### config.mk
export PLATFORM = sky130hd
export DESIGN_NAME = fp32_narrow
export DESIGN_NICKNAME = d
export VERILOG_FILES = /design/src/rtl/fp32_narrow.sv
export SDC_FILE = /design/constraint.sdc
export NUM_CORES = 1
export LEC_CHECK = 0
export BUFFER_PORTS_ARGS = -buffer_cell sky130_fd_sc_hd__buf_4
export CAP_MARGIN = 20
export CORE_ASPECT_RATIO = 1.75
export CORE_UTILIZATION = 35
export CTS_BUF_LIST = sky130_fd_sc_hd__clkbuf_8
export CTS_CLUSTER_SIZE = 10
export DETAILED_ROUTE_END_ITERATION = 16
export PLACE_DENSITY_LB_ADDON = 0.12
export SYNTH_ARGS = -nofsm -noshare
export SYNTH_HDL_FRONTEND = slang
export SYNTH_SLANG_ARGS = --single-unit
### constraint.sdc
create_clock -name clk -period 1.8 [get_ports clk]
set_input_delay 0.27 -clock clk [delete_from_list [all_inputs] [get_ports clk]]
set_output_delay 0.27 -clock clk [all_outputs]
set_load 0.02 [all_outputs]
### src/rtl/fp32_narrow.sv
module fp32_narrow #(
  parameter int EXP_W   = 5,
  parameter int MAN_W   = 10,
  parameter int HAS_INF = 1,
  parameter int REG_OUT = 1
) (
  input  logic                     clk,
  input  logic                     rst_n,
  input  logic                     in_valid,
  input  logic [31:0]              in_data,
  input  logic                     rne_mode,
  output logic                     out_valid,
  output logic [EXP_W+MAN_W:0]     out_data
);
  localparam int OW    = 1 + EXP_W + MAN_W;
  localparam int BIAS  = (1 << (EXP_W - 1)) - 1;
  localparam int UMIN  = 1 - BIAS;
  localparam int UMAX  = (HAS_INF != 0) ? BIAS : BIAS + 1;
  localparam int DROP  = 23 - MAN_W;
  localparam bit FLUSH = (UMIN + 126) > DROP;
  localparam logic [EXP_W-1:0] EALL  = {EXP_W{1'b1}};
  localparam logic [MAN_W-1:0] MALL  = {MAN_W{1'b1}};
  localparam logic [MAN_W-1:0] QBIT  = {1'b1, {(MAN_W-1){1'b0}}};
  localparam logic [DROP-1:0]  NHALF = {1'b1, {(DROP-1){1'b0}}};

  logic        s;
  logic [7:0]  se;
  logic [22:0] sm;
  logic        src_nan;
  assign s  = in_data[31];
  assign se = in_data[30:23];
  assign sm = in_data[22:0];
  assign src_nan = (se == 8'hFF) && (sm != '0);

  int ue, sh, tot;
  logic [24:0] mone, rem, half;
  logic [EXP_W+MAN_W-1:0] kept;
  logic [EXP_W-1:0] ne;
  logic [MAN_W-1:0] nm;
  logic [DROP-1:0]  nrem;
  logic [OW-1:0]    res;

  always_comb begin
    ue   = int'(se) - 127;
    sh   = 0;
    tot  = 0;
    mone = '0;
    rem  = '0;
    half = '0;
    kept = '0;
    ne   = '0;
    nm   = '0;
    nrem = '0;
    res  = {s, {(OW-1){1'b0}}};
    if (ue < UMIN) begin
      if (!(FLUSH && se == 8'd0)) begin
        sh = UMIN - ue;
        if (sh <= MAN_W + 1) begin
          mone = {1'b0, (FLUSH || se != 8'd0), sm};
          if (!FLUSH && se == 8'd0) sh = sh - 1;
          tot  = DROP + sh;
          kept = (EXP_W+MAN_W)'(mone >> tot);
          rem  = mone & ((25'd1 << tot) - 25'd1);
          half = 25'd1 << (tot - 1);
          if (rne_mode && (rem > half || (rem == half && kept[0])))
            kept = kept + 1'b1;
          res = {s, kept};
        end
      end
    end else if (ue > UMAX) begin
      if (src_nan) begin
        if (HAS_INF != 0) res = {s, EALL, sm[22 -: MAN_W] | QBIT};
        else              res = {s, EALL, MALL};
      end else if (!rne_mode && !((HAS_INF != 0) && se == 8'hFF)) begin
        res = {s, EALL - EXP_W'(HAS_INF), MALL};
      end else begin
        if (HAS_INF != 0) res = {s, EALL, {MAN_W{1'b0}}};
        else              res = {s, EALL, MALL};
      end
    end else begin
      ne   = EXP_W'(ue + BIAS);
      nm   = sm[22 -: MAN_W];
      nrem = sm[DROP-1:0];
      if (rne_mode && (nrem > NHALF || (nrem == NHALF && nm[0]))) begin
        if (nm != MALL) begin
          nm = nm + 1'b1;
        end else if ((HAS_INF != 0) || ne != EALL) begin
          nm = '0;
          ne = ne + 1'b1;
        end
      end
      res = {s, ne, nm};
    end
  end

  generate
    if (REG_OUT != 0) begin : g_reg
      always_ff @(posedge clk or negedge rst_n) begin
        if (!rst_n) begin
          out_valid <= 1'b0;
          out_data  <= '0;
        end else begin
          out_valid <= in_valid;
          if (in_valid) out_data <= res;
        end
      end


      valid_lat_chk: assert property (@(posedge clk) disable iff (!rst_n)
        in_valid |=> out_valid);

      idle_lat_chk: assert property (@(posedge clk) disable iff (!rst_n)
        !in_valid |=> !out_valid);
    end else begin : g_comb
      assign out_valid = in_valid;
      assign out_data  = res;
    end
  endgenerate


  nan_quiet_chk: assert property (@(posedge clk) disable iff (!rst_n)
    (in_valid && src_nan) |->
      (res[OW-2 -: EXP_W] == EALL && res[MAN_W-1] && res[OW-1] == s));

  zero_sign_chk: assert property (@(posedge clk) disable iff (!rst_n)
    (in_valid && in_data[30:0] == '0) |-> (res == {s, {(OW-1){1'b0}}}));

  rtz_no_inf_chk: assert property (@(posedge clk) disable iff (!rst_n)
    (in_valid && !rne_mode && se != 8'hFF && HAS_INF != 0) |->
      (res[OW-2:0] != {EALL, {MAN_W{1'b0}}}));

  rtz_inf_in_chk: assert property (@(posedge clk) disable iff (!rst_n)
    (in_valid && !rne_mode && in_data[30:0] == 31'h7F800000 && HAS_INF != 0) |->
      (res[OW-2:0] == {EALL, {MAN_W{1'b0}}}));
endmodule

==> flow_metrics.tcl <==
set metrics [dict create \
    outcome "complete, but fails checks" \
    violations "setup timing" \
    worst_pin_slew_ps 708 \
    cp_data_arrival_time_ps 5570 \
    synth-async-reset-ratio_pct 100 \
    synth.distinct_cells 79 \
    drtPass1Iterations 5 \
    drv_slew 0 \
    finalClockSkew_ps 0 \
    fin_ws_ps -3630 \
    busiest_layer "met2" \
    synth-simple-area-share_pct 30.9 \
    synth.area.top_cells "dfrtp_1, nand2_1, ha_1" \
    internal_power_mw 1.84 \
    cts_buffers 3 \
    num_vias 6963 \
    hp-class "input pin to flop" \
    worstPathMaxFanout 8 \
    synth_top_family_by_area "simple AND/OR/NAND/NOR gates" \
    fmaxAchievable_mhz 184 \
    rsz0062_at_grt "yes" \
    grtUsageTotal_pct 32.2 \
    drt-wirelength-per-cell_um 20.3 \
    gp_congestion 0.960 \
    die-area_mm2 0.0151 \
    drcViolationCount 0 \
    max_slew_margin_pct 52.3 \
    drv_cap 0 \
    netlist.area_leader.share_pct 8.32 \
    synth_compound_area_share_pct 26.0 \
    finalPower_mw 3.50 \
    cts_tree "yes" \
    grt_max_degree 37 \
    sequentialPowerShare_pct 12.9 \
    clockBufferDepth 2 \
    post-synth-top-area-cell "dfrtp_1" \
    start_util_pct 35.8 \
    fp.coreArea_mm2 0.0143 \
    synthXorXnorAreaFrac_pct 8.37 \
    ios 53 \
    p_leak_nw 3.60 \
    rows 58 \
    fin_nets 1089 \
    crit_path_start_kind "input pin" \
    drt_wl_total_um 24400 \
    slowest_delay_ps 530 \
    pwr-share-clk_pct 8.2 \
    ys_seq_elements 17 \
    utilization_pct 57.5 \
    clock_sinks 17 \
    regToRegSetupSlack_ps 910 \
    ir_worst_vdd_mv 0.189 \
    syn_nets 810 \
    use_met1_pct 33.3 \
    grt_antenna_before_repair 0 \
    swShare_pct 47.5 \
    report.final.hold_viol_count 0 \
    clk_pin_slew_ps 70 \
    synth_edf_count 0 \
    powerDensity_mw_per_mm2 426 \
    synth_mux_area_share_pct 13.4 \
    synthFlopType "dfrtp_1" \
    synth_sequential_area_ratio_pct 8.32 \
    p_comb_share_pct 78.9 \
    area_growth_pct 60.7 \
    cpMaxStageDelayCell "or4b_4" \
    grt-ovfl-total 0 \
    critPathRequiredTime_ps 1940 \
    ant_nets 0 \
    synth_area_mm2 0.00511 \
    p_sw_mw 1.66 \
    endpoint_kind "flop" \
    fin_crit_sh_pct 302 \
    dp_hpwl_um 19700 \
    htreeDepth 1 \
    via_per_inst 5.80 \
    cts_root_buffer "clkbuf_8" \
    drive_above_1_share_pct 42.6 \
    grt_pass1_wl_um 37700 \
    clk-insertion-delay-late_ps 250 \
    die_x_um 93.4 \
    setup_viol 15 \
    yosys.cell_count.top_type "nand2_1" \
    syn_area_per_cell_um2 6.89 \
    fillers 1364 \
    yosys-top-cells-count "nand2_1, nor2_1, a21oi_1, o21ai_0" \
    first_global_vias 7189 \
    groute.layer.met2.usage_pct 60.7 \
    antenna_cells 0 \
    period_needed_ps 5430 \
    yosys_warnings 0 \
    portBuffers 52 \
    drt_iter0_markers 479 \
    die_y_um 162 \
    synthCells 742 \
    use_met3_pct 1.73 \
    synth_adder_area_share_pct 7.83 \
    path_class "input pin to flop" \
]
per-layer routing:
layer	wire length (um)	up-vias	part of all wire (%)
li1	-	3308	-
met5	0	-	0
met3	798	107	3.3
met1	8700	3297	36
met2	12900	251	53
met4	1960	0	8.0
through the flow:
step / TNS, ps / setup WS (ps) / std cells / hold slack (ps) / cell area [um^2]
floorplan: -57630 / -4070 / 742 / -25.6 / 5310
global placement: -57910 / -4000 / 1174 / 140 / 7550
detailed placement: -59820 / -4190 / 1174 / 147 / 7550
CTS: -51090 / -3580 / 1192 / 255 / 7960
global route: -55380 / -3880 / 1200 / 252 / 8220
finish: -52120 / -3630 / 1200 / 253 / 8220
final timing paths:
| kind | depth (start not counted) | to | start |
|---|---|---|---|
| max in group asynchronous | 2 | out_valid | rst_n |
| worst min register to register | 1 | out_data[15] | out_data[15] |
| worst max-delay path | 32 | out_data[10] | in_data[23] |
| min in group asynchronous | 2 | out_data[8] | rst_n |
| worst min-delay path | 2 | out_data[15] | in_data[31] |
| worst max register to register | 4 | out_data[4] | out_data[4] |
power by group through the flow:
stage               combinational [mW]  clock, mW  sequential, mW
floorplan                         1.32          0           0.501
global placement                  2.56          0           0.458
detailed placement                2.57          0           0.460
CTS                               2.66      0.281           0.453
global route                      2.96      0.295           0.458
finish                            2.76      0.286           0.453
cells in the final DEF (no fill, tap or decap), types with 4 or more instances in the layout:
master    count
dfrtp_1      17
nor2b_1       8
o21ai_1      14
inv_1        12
buf_6         8
and3_1        6
nand4_1      10
nand3_1      35
xnor2_2       8
nand2_1     105
mux2_2        7
nand2b_1      4
o21a_1       12
nor3_2        6
nor2_1       74
ha_4          6
a21o_1        4
o221ai_1      6
or3_1         6
xor2_1        8
nand3_2       4
mux2i_1      27
ha_1         25
o21ai_0      36
mux4_2       14
buf_4       313
a31oi_1      10
nor4_1       14
a21boi_0      5
a21boi_1      5
a21oi_1      51
a211oi_1      7
o22ai_1       4
xnor2_1      18
nor3_1       22
sequential cells by signal, summed over array words and instances (netlist names):
signal	flops
out_data	16
out_valid	1
logic make-up after synthesis:
logic type	Yosys count
buffers and inverters	66
DFF	17
and+or+nand+nor	335
AOI/OAI and AO/OA	201
adders and majority gates	32
xor gates and xnor gates	41
muxes	50
layout make-up:
type / count / area [um^2] / area share (%)
clock buffer: 3 / 41.3 / 0.502
clock inverter: 1 / 3.75 / 0.0457
inverter: 16 / 70.1 / 0.853
multi-input combinational: 659 / 4970 / 60.4
sequential: 17 / 425 / 5.18
tap: 180 / 225 / 2.74
timing repair buffer: 324 / 2480 / 30.2
timing repair:
action | CTS | global route
gates cloned | 0 | 0
endpoints found under the hold margin | 17 | 0
setup endpoints to repair | 15 | 15
buffers inserted | 13 | 8
hold buffers | 1 | 0
gates resized for setup | 52 | 40
pin swaps | 34 | 30
critical path: cells and delay by family:
kind	cells	cell delay, ps
buffers and inverters	6	770
xor gates and xnor gates	2	320
and+or+nand+nor	10	1590
adders and majority gates	3	550
AOI/OAI and AO/OA	11	2020
Power figures use the tool's default switching activity.
